--- config.mk ---
export PLATFORM = sky130hd
export DESIGN_NAME = rtc_spi_port
export DESIGN_NICKNAME = d
export VERILOG_FILES = /design/src/rtl/rtc_spi_pkg.sv /design/src/rtl/rtc_spi_ptr.sv /design/src/rtl/rtc_spi_mem.sv /design/src/rtl/rtc_spi_port.sv
export SDC_FILE = /design/constraint.sdc
export NUM_CORES = 1
export LEC_CHECK = 0
export BUFFER_PORTS_ARGS = -buffer_cell sky130_fd_sc_hd__buf_4
export CAP_MARGIN = 10
export CORE_ASPECT_RATIO = 0.6
export CORE_MARGIN = 8
export CORE_UTILIZATION = 50
export CTS_BUF_LIST = sky130_fd_sc_hd__clkbuf_8
export DETAILED_ROUTE_END_ITERATION = 8
export GPL_TIMING_DRIVEN = 0
export PLACE_DENSITY = 0.65
export SLEW_MARGIN = 20
export SYNTH_ARGS = -nofsm -noshare
export SYNTH_HDL_FRONTEND = slang
export SYNTH_HIERARCHICAL = 1
export SYNTH_SLANG_ARGS = --single-unit
--- constraint.sdc ---
create_clock -name clk -period 4 [get_ports clk]
set_input_delay 0.2 -clock clk [delete_from_list [all_inputs] [get_ports clk]]
set_output_delay 0.2 -clock clk [all_outputs]
set_load 0.005 [all_outputs]
--- src/rtl/rtc_spi_pkg.sv ---
package rtc_spi_pkg;
  localparam logic [7:0] OP_READ  = 8'h13;
  localparam logic [7:0] OP_WRITE = 8'h12;
  localparam logic [7:0] OP_CLEAR = 8'h54;

  typedef enum logic [2:0] {
    PH_CMD,
    PH_ADDR,
    PH_RD,
    PH_WR,
    PH_SKIP
  } phase_t;
endpackage

--- src/rtl/rtc_spi_ptr.sv ---
module rtc_spi_ptr #(
  parameter int AW        = 8,
  parameter int REG_BYTES = 32,
  parameter int RAM_BYTES = 64
) (
  input  logic [AW-1:0] cur,
  input  logic          in_ram,
  output logic [AW-1:0] nxt
);
  localparam logic [AW-1:0] REG_LAST = AW'(REG_BYTES - 1);
  localparam logic [AW-1:0] RAM_BASE = AW'(REG_BYTES);
  localparam logic [AW-1:0] RAM_LAST = AW'(REG_BYTES + RAM_BYTES - 1);

  always_comb begin
    if (in_ram)
      nxt = (cur == RAM_LAST) ? RAM_BASE : cur + 1'b1;
    else
      nxt = (cur == REG_LAST) ? '0 : cur + 1'b1;
  end
endmodule

--- src/rtl/rtc_spi_mem.sv ---
module rtc_spi_mem #(
  parameter int AW        = 8,
  parameter int REG_BYTES = 32,
  parameter int RAM_BYTES = 64
) (
  input  logic          clk,
  input  logic          we,
  input  logic          clr,
  input  logic [AW-1:0] waddr,
  input  logic [7:0]    wdata,
  input  logic [AW-1:0] raddr,
  output logic [7:0]    rdata
);
  localparam int DEPTH = REG_BYTES + RAM_BYTES;

  logic [DEPTH*8-1:0] cells;

  always_ff @(posedge clk) begin
    for (int i = 0; i < DEPTH; i++) begin
      if (we && waddr == AW'(i))
        cells[i*8 +: 8] <= wdata;
      else if (clr && i >= REG_BYTES)
        cells[i*8 +: 8] <= 8'h00;
    end
  end

  always_comb begin
    rdata = 8'h00;
    if (int'(raddr) < DEPTH)
      rdata = cells[int'(raddr)*8 +: 8];
  end
endmodule

--- src/rtl/rtc_spi_port.sv ---
module rtc_spi_port
  import rtc_spi_pkg::*;
#(
  parameter int AW        = 8,
  parameter int REG_BYTES = 32,
  parameter int RAM_BYTES = 64
) (
  input  logic clk,
  input  logic rst_n,
  input  logic cs_n,
  input  logic sck,
  input  logic si,
  input  logic batt_mode,
  output logic so_d,
  output logic so_oe
);
  localparam logic [AW-1:0] RAM_BASE = AW'(REG_BYTES);
  localparam logic [AW-1:0] TOP_ADDR = AW'(REG_BYTES + RAM_BYTES - 1);

  phase_t        phase;
  logic [2:0]    bitcnt;
  logic [6:0]    shreg;
  logic          op_wr;
  logic [AW-1:0] ptr;
  logic [AW-1:0] ptr_nxt;
  logic          in_ram;
  logic          sck_q;
  logic          so_q;
  logic [7:0]    rd_byte;

  logic       sck_rise, sck_fall, byte_end;
  logic [7:0] byte_in;
  logic       mem_we, mem_clr, ptr_live;

  assign sck_rise = ~cs_n & sck & ~sck_q;
  assign sck_fall = ~cs_n & ~sck & sck_q;
  assign byte_end = sck_rise && bitcnt == 3'd7;
  assign byte_in  = {shreg, si};
  assign mem_we   = byte_end && phase == PH_WR && !batt_mode;
  assign mem_clr  = byte_end && phase == PH_CMD && byte_in == OP_CLEAR && !batt_mode;
  assign ptr_live = ~cs_n && (phase == PH_RD || phase == PH_WR);

  rtc_spi_ptr #(.AW(AW), .REG_BYTES(REG_BYTES), .RAM_BYTES(RAM_BYTES)) u_ptr (
    .cur(ptr), .in_ram(in_ram), .nxt(ptr_nxt)
  );

  rtc_spi_mem #(.AW(AW), .REG_BYTES(REG_BYTES), .RAM_BYTES(RAM_BYTES)) u_mem (
    .clk(clk), .we(mem_we), .clr(mem_clr), .waddr(ptr), .wdata(byte_in),
    .raddr(ptr), .rdata(rd_byte)
  );

  always_ff @(posedge clk or negedge rst_n) begin
    if (!rst_n) begin
      phase  <= PH_CMD;
      bitcnt <= '0;
      shreg  <= '0;
      op_wr  <= 1'b0;
      ptr    <= '0;
      in_ram <= 1'b0;
      sck_q  <= 1'b0;
      so_q   <= 1'b0;
    end else begin
      sck_q <= sck;
      if (cs_n) begin
        phase  <= PH_CMD;
        bitcnt <= '0;
      end else begin
        if (sck_rise) begin
          bitcnt <= bitcnt + 1'b1;
          shreg  <= byte_in[6:0];
        end
        if (byte_end) begin
          unique case (phase)
            PH_CMD: begin
              if (batt_mode)                 phase <= PH_SKIP;
              else if (byte_in == OP_READ)  begin phase <= PH_ADDR; op_wr <= 1'b0; end
              else if (byte_in == OP_WRITE) begin phase <= PH_ADDR; op_wr <= 1'b1; end
              else                           phase <= PH_SKIP;
            end
            PH_ADDR: begin
              if (batt_mode || byte_in > TOP_ADDR) phase <= PH_SKIP;
              else begin
                ptr    <= byte_in;
                in_ram <= byte_in >= RAM_BASE;
                phase  <= op_wr ? PH_WR : PH_RD;
              end
            end
            PH_RD, PH_WR: ptr <= ptr_nxt;
            default: ;
          endcase
        end
        if (sck_fall && phase == PH_RD)
          so_q <= rd_byte[3'd7 - bitcnt];
      end
    end
  end

  assign so_oe = ~cs_n && phase == PH_RD && !batt_mode;
  assign so_d  = so_q;
endmodule

==> results of run 1 <==
through the flow:
| step | instance area (µm²) | total power [mW] | setup TNS (ns) | util | setup WS, ns |
|---|---|---|---|---|---|
| detailed placement | 36500 | 10.9 | -121.57 | 0.523 | -1.31 |
| finish | 39200 | 16.6 | -0.0710 | 0.561 | -0.0710 |
| global placement | 36500 | 10.9 | -425.73 | 0.522 | -1.37 |
| CTS | 38800 | 16.6 | -0.0885 | 0.556 | -0.0885 |
| floorplan | 35300 | 10.1 | 0 | - | 0.647 |
| global route | 39200 | 17.1 | -0.0135 | 0.561 | -0.00583 |
synth_stat cells (6+ instances only):
library cell / instances / area [µm²]
edfxtp_1: 768 / 23100
and2_1: 515 / 3220
mux4_2: 198 / 4460
nor2_1: 122 / 458
clkbuf_1: 87 / 327
or2_2: 66 / 413
nand2_1: 44 / 165
nand3_1: 27 / 135
mux2i_1: 26 / 260
dfrtp_1: 25 / 626
o22ai_1: 22 / 138
buf_4: 20 / 150
mux2_2: 20 / 225
buf_2: 16 / 80.1
nor3_1: 14 / 70.1
o21ai_0: 13 / 65.1
a21oi_1: 12 / 60.1
a22oi_1: 12 / 90.1
nand2b_1: 12 / 75.1
buf_1: 11 / 41.3
inv_1: 10 / 37.5
nor2b_1: 9 / 56.3
a31oi_1: 8 / 50.1
mux2_1: 8 / 90.1
nand3b_1: 7 / 52.6
buf_6: 6 / 67.6
o221ai_1: 6 / 52.6
sequential cells by signal, summed over array words and instances, names as in the netlist:
signal / count
shreg: 7
bitcnt: 3
op_wr: 1
sck_q: 1
phase: 3
so_d: 1
u_mem/cells: 768
ptr: 8
in_ram: 1
power groups by stage:
| stage | combinational, mW | clock, mW | sequential (mW) |
|---|---|---|---|
| 3_5_place_dp | 1.04 | 0 | 9.89 |
| 2_1_floorplan | 0.443 | 0 | 9.68 |
| 3_3_place_gp | 1.02 | 0 | 9.87 |
| 4_1_cts | 1.05 | 5.85 | 9.71 |
| 5_1_grt | 1.12 | 6.18 | 9.75 |
| 6_report | 1.11 | 5.78 | 9.72 |
critical path, stage by stage, from the launching register on:
cell,delay (ns)
dfrtp_2,0.46
buf_6,0.19
buf_6,0.23
buf_8,0.28
buf_8,0.30
buf_6,0.28
mux4_2,0.36
o22ai_1,0.23
nor2_1,0.18
a22oi_1,0.37
nand3_1,0.17
mux4_2,0.55
mux2i_1,0.20
a31oi_1,0.11
routing by layer:
metal | vias to the layer above | wire (µm) | track usage
li1 | 8496 | - | -
met1 | 11127 | 44800 | 0.403
met2 | 1670 | 43400 | 0.352
met3 | 212 | 18600 | 0.119
met4 | 2 | 2930 | 0.0739
met5 | - | 110 | 0.0110
layout make-up:
| class | instances | area [µm²] |
|---|---|---|
| buffer | 142 | 898 |
| sequential | 793 | 23700 |
| timing repair buffer | 17 | 168 |
| tap | 924 | 1160 |
| fill | 5499 | 30600 |
| multi-input combinational | 1221 | 11300 |
| clock buffer | 117 | 1610 |
| clock inverter | 78 | 337 |
| inverter | 10 | 37.5 |
what timing repair did:
| item | CTS | global route |
|---|---|---|
| buffers inserted | 0 | 2 |
| hold endpoints to repair | 65 | 0 |
| resized for setup | 93 | 97 |
| hold buffers | 7 | 0 |
| pin swaps | 0 | 2 |
| setup endpoints to repair | 627 | 577 |
logic make-up (layout without fill, tap and decap cells):
family	after synthesis	count (layout)	synth area share
adder cells (fa/ha/maj)	3	3	0.00106
AND/OR/NAND/NOR	851	851	0.140
flip-flops	793	793	0.672
multiplexers	253	253	0.143
XOR/XNOR	6	6	0.00149
AO/OA/AOI/OAI	108	108	0.0213
buffers and inverters	152	364	0.0211
worst min-delay path by stage:
stage / from / slack [ns] / to / cells after the start
6_report: sck / 0.12 / sck_q / 2
5_1_grt: sck / 0.08 / sck_q / 2
4_1_cts: sck / 0.06 / sck_q / 2
3_5_place_dp: rst_n / 0.14 / sck_q / 1
3_3_place_gp: rst_n / 0.14 / sck_q / 1
2_1_floorplan: rst_n / -0.1 / bitcnt[0] / 0
==> impl_metrics.env, run 1 <==
export IMPL_path_max_fanout=10
export IMPL_grt_pass1_vias=20580
export IMPL_drtIter0Drc=3623
export IMPL_grt_max_degree=41
export IMPL_synth_main_ff_cell="edfxtp_1"
export IMPL_clk_pin_slew_ns=0.07
export IMPL_synth_area_per_cell_um2=16.3
export IMPL_wl_per_cell_um=33.3
export IMPL_seq_power_share=0.585
export IMPL_p_int_mw=12.2
export IMPL_synthesis_area_um2=35300
export IMPL_cts_made_buffers=110
export IMPL_status="complete, but fails checks"
export IMPL_maxCapViolations=0
export IMPL_seq_area_frac_synth=0.672
export IMPL_layout_cells_non_filler=3302
export IMPL_p_comb_frac=0.067
export IMPL_post_route_period_util=1.02
export IMPL_vdd_drop_max_mv=0.281
export IMPL_io_pins=8
export IMPL_place_congestion=1.08
export IMPL_violations="setup timing"
export IMPL_swShare=0.265
export IMPL_p_leak_nw=11.4
export IMPL_ant_nets=0
export IMPL_synth_edf_count=768
export IMPL_slew_headroom=0.306
export IMPL_crit_start="ptr[1]"
export IMPL_area_growth_pct=11.1
export IMPL_ff2ff_setup_slack_ns=-0.07
export IMPL_grt_pass1_wl_mm=153
export IMPL_worstHoldPathType="input port to register"
export IMPL_drc_errors=0
export IMPL_worstMarginPinSlew_ns=1.04
export IMPL_drv_slew=0
export IMPL_skew_ns=0.0623
export IMPL_gr_usage_all_layers=0.270
export IMPL_crit_arrival_ns=4.69
export IMPL_synthCells=2166
export IMPL_ys_warn_count=6
export IMPL_max_freq_mhz=246
export IMPL_post_place_cells=3098
export IMPL_clkPwrFrac=0.348
export IMPL_cp_start_kind="register"
export IMPL_initial_utilization=0.505
export IMPL_drt_pass1_iter_count=8
export IMPL_clk_latency_ns=0.77
export IMPL_endpoint="so_d"
export IMPL_dp_hpwl_mm=76.2
export IMPL_setup_worst_path_class="register to register"
export IMPL_final_common_cell="edfxtp_1"
export IMPL_cts_max_path_buffers=3
export IMPL_cp_end_kind="register"
export IMPL_insertedDiodeCount=0
export IMPL_design_final_nets=2304
export IMPL_grt_overflow_total=0
export IMPL_syn_nets=2175
export IMPL_timing_final_ws_setup_ns=-0.0710
export IMPL_regToRegStartpoint="ptr[1]"
export IMPL_num_vias=21507
export IMPL_required_ns=4.62
export IMPL_async_flop_share=0.0315
export IMPL_power_per_cell_area_nw_per_um2=424
export IMPL_vias_per_cell=6.51
export IMPL_die_area_um2=79600
export IMPL_cts_root_buf="clkbuf_8"
export IMPL_yosysUniqueCellTypes=67
export IMPL_io_buffer_count=6
export IMPL_antenna_found_initial=1
export IMPL_hold_slack_ns=0.117
export IMPL_hold_viol=0
export IMPL_ys_ff_latch=793
export IMPL_clock_sinks=793
export IMPL_rows=75
export IMPL_h_tree_depth=3
export IMPL_drive_gt1_frac=0.249
export IMPL_reg2reg_depth=13
export IMPL_coreArea_um2=69800
export IMPL_wirelength_mm=110
export IMPL_layout_common_cells="edfxtp_1 (768), and2_1 (515), mux4_2 (198)"
export IMPL_setup_viol=1
export IMPL_worstReg2RegEnd="so_d"
export IMPL_p_switching_mw=4.40
export IMPL_die_w_um=359
export IMPL_die_y_um=222
export IMPL_cts_tree="yes"
export IMPL_layout_min_cycle_time_ns=4.07
Power figures use the tool's default switching activity.
==> run 2: changes to the inputs <==
--- a/config.mk
+++ b/config.mk
@@ -11,6 +11,7 @@
 export CORE_MARGIN = 8
 export CORE_UTILIZATION = 50
 export CTS_BUF_LIST = sky130_fd_sc_hd__clkbuf_8
+export CTS_CLUSTER_SIZE = 20
 export DETAILED_ROUTE_END_ITERATION = 8
 export GPL_TIMING_DRIVEN = 0
 export PLACE_DENSITY = 0.65
==> constraint.sdc (replaced) <==
create_clock -name clk -period 4.5 [get_ports clk]
set_input_delay 0.225 -clock clk [delete_from_list [all_inputs] [get_ports clk]]
set_output_delay 0.225 -clock clk [all_outputs]
set_load 0.005 [all_outputs]
==> impl_metrics.env, run 2 (same netlist as run 1, synthesis figures left out) <==
export IMPL_p_int_mw=10.9
export IMPL_design_final_nets=2299
export IMPL_post_route_period_util=1.01
export IMPL_grt_overflow_total=0
export IMPL_worstHoldPathType="input port to register"
export IMPL_die_y_um=222
export IMPL_rsz0062_at_grt="no"
export IMPL_grt_pass1_wl_mm=152
export IMPL_skew_ns=0.0597
export IMPL_hold_end="sck_q"
export IMPL_clkPwrFrac=0.348
export IMPL_cts_made_buffers=110
export IMPL_cts_setup_buffers=0
export IMPL_die_w_um=359
export IMPL_clk_pin_slew_ns=0.07
export IMPL_seq_power_share=0.585
export IMPL_setup_worst_path_class="register to register"
export IMPL_initial_utilization=0.505
export IMPL_status="complete, but fails checks"
export IMPL_reg_top3="u_mem/cells: 768 flops, ptr: 8 flops, shreg: 7 flops"
export IMPL_vias_per_cell=6.47
export IMPL_worstMarginPinSlew_ns=1.24
export IMPL_drtIter0Drc=3676
export IMPL_min_path_cells=2
export IMPL_clk_latency_ns=0.77
export IMPL_hold_viol=0
export IMPL_p_switching_mw=3.92
export IMPL_violations="setup timing"
export IMPL_cts_tree="yes"
export IMPL_io_buffer_count=6
export IMPL_maxCapViolations=0
export IMPL_drive_gt1_frac=0.213
export IMPL_cts_max_path_buffers=3
export IMPL_rows=75
export IMPL_num_vias=21345
export IMPL_clock_sinks=793
export IMPL_final_common_cell="edfxtp_1"
export IMPL_gr_usage_all_layers=0.268
export IMPL_cp_end_kind="register"
export IMPL_place_congestion=1.08
export IMPL_crit_path_cell_trace="buf_6 > buf_6 > buf_4 > buf_4 > clkbuf_4 > mux4_2 > o22ai_1 > nor2_1 > a22oi_1 > nand3_1 > mux4_2 > mux2i_1 > a31oi_1"
export IMPL_swShare=0.266
export IMPL_largest_register_ffs=768
export IMPL_final_area_um2=38600
export IMPL_postPlaceCellArea_um2=36500
export IMPL_power_per_cell_area_nw_per_um2=383
export IMPL_p_leak_nw=11.3
export IMPL_max_freq_mhz=220
export IMPL_drv_slew=0
export IMPL_cpPeakStageDelay_ns=0.54
export IMPL_drt_pass1_iter_count=7
export IMPL_h_tree_depth=3
export IMPL_final_core_util=0.553
export IMPL_coreArea_um2=69800
export IMPL_antenna_found_initial=1
export IMPL_ant_nets=0
export IMPL_worstReg2RegEnd="so_d"
export IMPL_setup_viol=1
export IMPL_die_area_um2=79600
export IMPL_hold_slack_ns=0.148
export IMPL_drc_errors=0
export IMPL_hold_start="sck"
export IMPL_grt_max_degree=41
export IMPL_layout_common_cells="edfxtp_1 (768), and2_1 (515), mux4_2 (198)"
export IMPL_required_ns=5.12
export IMPL_top_register="u_mem/cells"
export IMPL_area_growth_pct=9.49
export IMPL_critical_path_slowest_cell="mux4_2"
export IMPL_reg2reg_depth=13
export IMPL_p_comb_frac=0.067
export IMPL_dp_hpwl_mm=76.2
export IMPL_dpl_worst_slack_ns=-0.811
export IMPL_cp_start_kind="register"
export IMPL_slew_headroom=0.176
export IMPL_vdd_drop_max_mv=0.246
export IMPL_timing_final_ws_setup_ns=-0.0402
export IMPL_io_pins=8
export IMPL_regToRegStartpoint="ptr[1]"
export IMPL_wirelength_mm=109
export IMPL_layout_min_cycle_time_ns=4.54
export IMPL_wl_per_cell_um=33.0
export IMPL_cts_root_buf="clkbuf_8"
export IMPL_grt_pass1_vias=20480
export IMPL_path_max_fanout=10
export IMPL_ff2ff_setup_slack_ns=-0.04
export IMPL_crit_arrival_ns=5.16
-- run 2: timing repair --
item | CTS | global route
endpoints found under the hold margin | 65 | 0
gates resized for setup | 4 | 18
setup endpoints to repair | 1 | 287
hold buffers | 7 | 0
-- run 2: final cells by class --
type	count	area (µm²)
sequential	793	23700
fill	5576	31200
clock inverter	78	337
antenna	3	7.51
multi-input combinational	1221	10900
tap	924	1160
inverter	10	37.5
clock buffer	117	1610
buffer	139	722
timing repair buffer	15	140
-- run 2: through the flow --
step / power (mW) / cells / TNS [ns]
final: 14.8 / 3300 / -0.0402
after floorplan: 9.00 / 2166 / 0
after CTS: 14.8 / 3298 / 0
after detailed placement: 9.72 / 3098 / -0.811
after global placement: 9.68 / 3096 / -42.26
after global routing: 15.2 / 3297 / 0
-- run 2: worst max-delay path: cells and delay by family (launching register included) --
family | cells | cell delay [ns]
buffers and inverters | 5 | 1.69
muxes | 3 | 1.14
AOI/OAI and AO/OA | 3 | 0.70
DFF | 1 | 0.51
and+or+nand+nor | 2 | 0.30
-- run 2: metal layers --
metal | share of wire | global-route usage | up-vias
li1 | - | - | 8486
met1 | 0.41 | 0.403 | 10995
met2 | 0.39 | 0.353 | 1628
met3 | 0.16 | 0.111 | 234
met4 | 0.028 | 0.0694 | 2
met5 | 0.0011 | 0.0110 | -
-- run 2: worst max path at each step --
stage                   start                to  slack (ns)  cells after the start
detailed placement     ptr[4]              so_d       -0.81                      9
global route           ptr[2]              so_d       0.003                     11
global placement       ptr[4]              so_d       -0.87                      9
finish                 ptr[1]              so_d       -0.04                     13
CTS                 bitcnt[1]  u_mem/cells[307]        0.02                      9
floorplan           bitcnt[1]    u_mem/cells[0]        1.15                      8
-- run 2: power by group through the flow --
stage          logic (mW)  registers (mW)  clock network [mW]
2_1_floorplan       0.394            8.61                   0
3_3_place_gp        0.907            8.77                   0
3_5_place_dp        0.924            8.79                   0
4_1_cts             0.933            8.63                5.20
5_1_grt             0.996            8.66                5.49
6_report            0.991            8.64                5.15
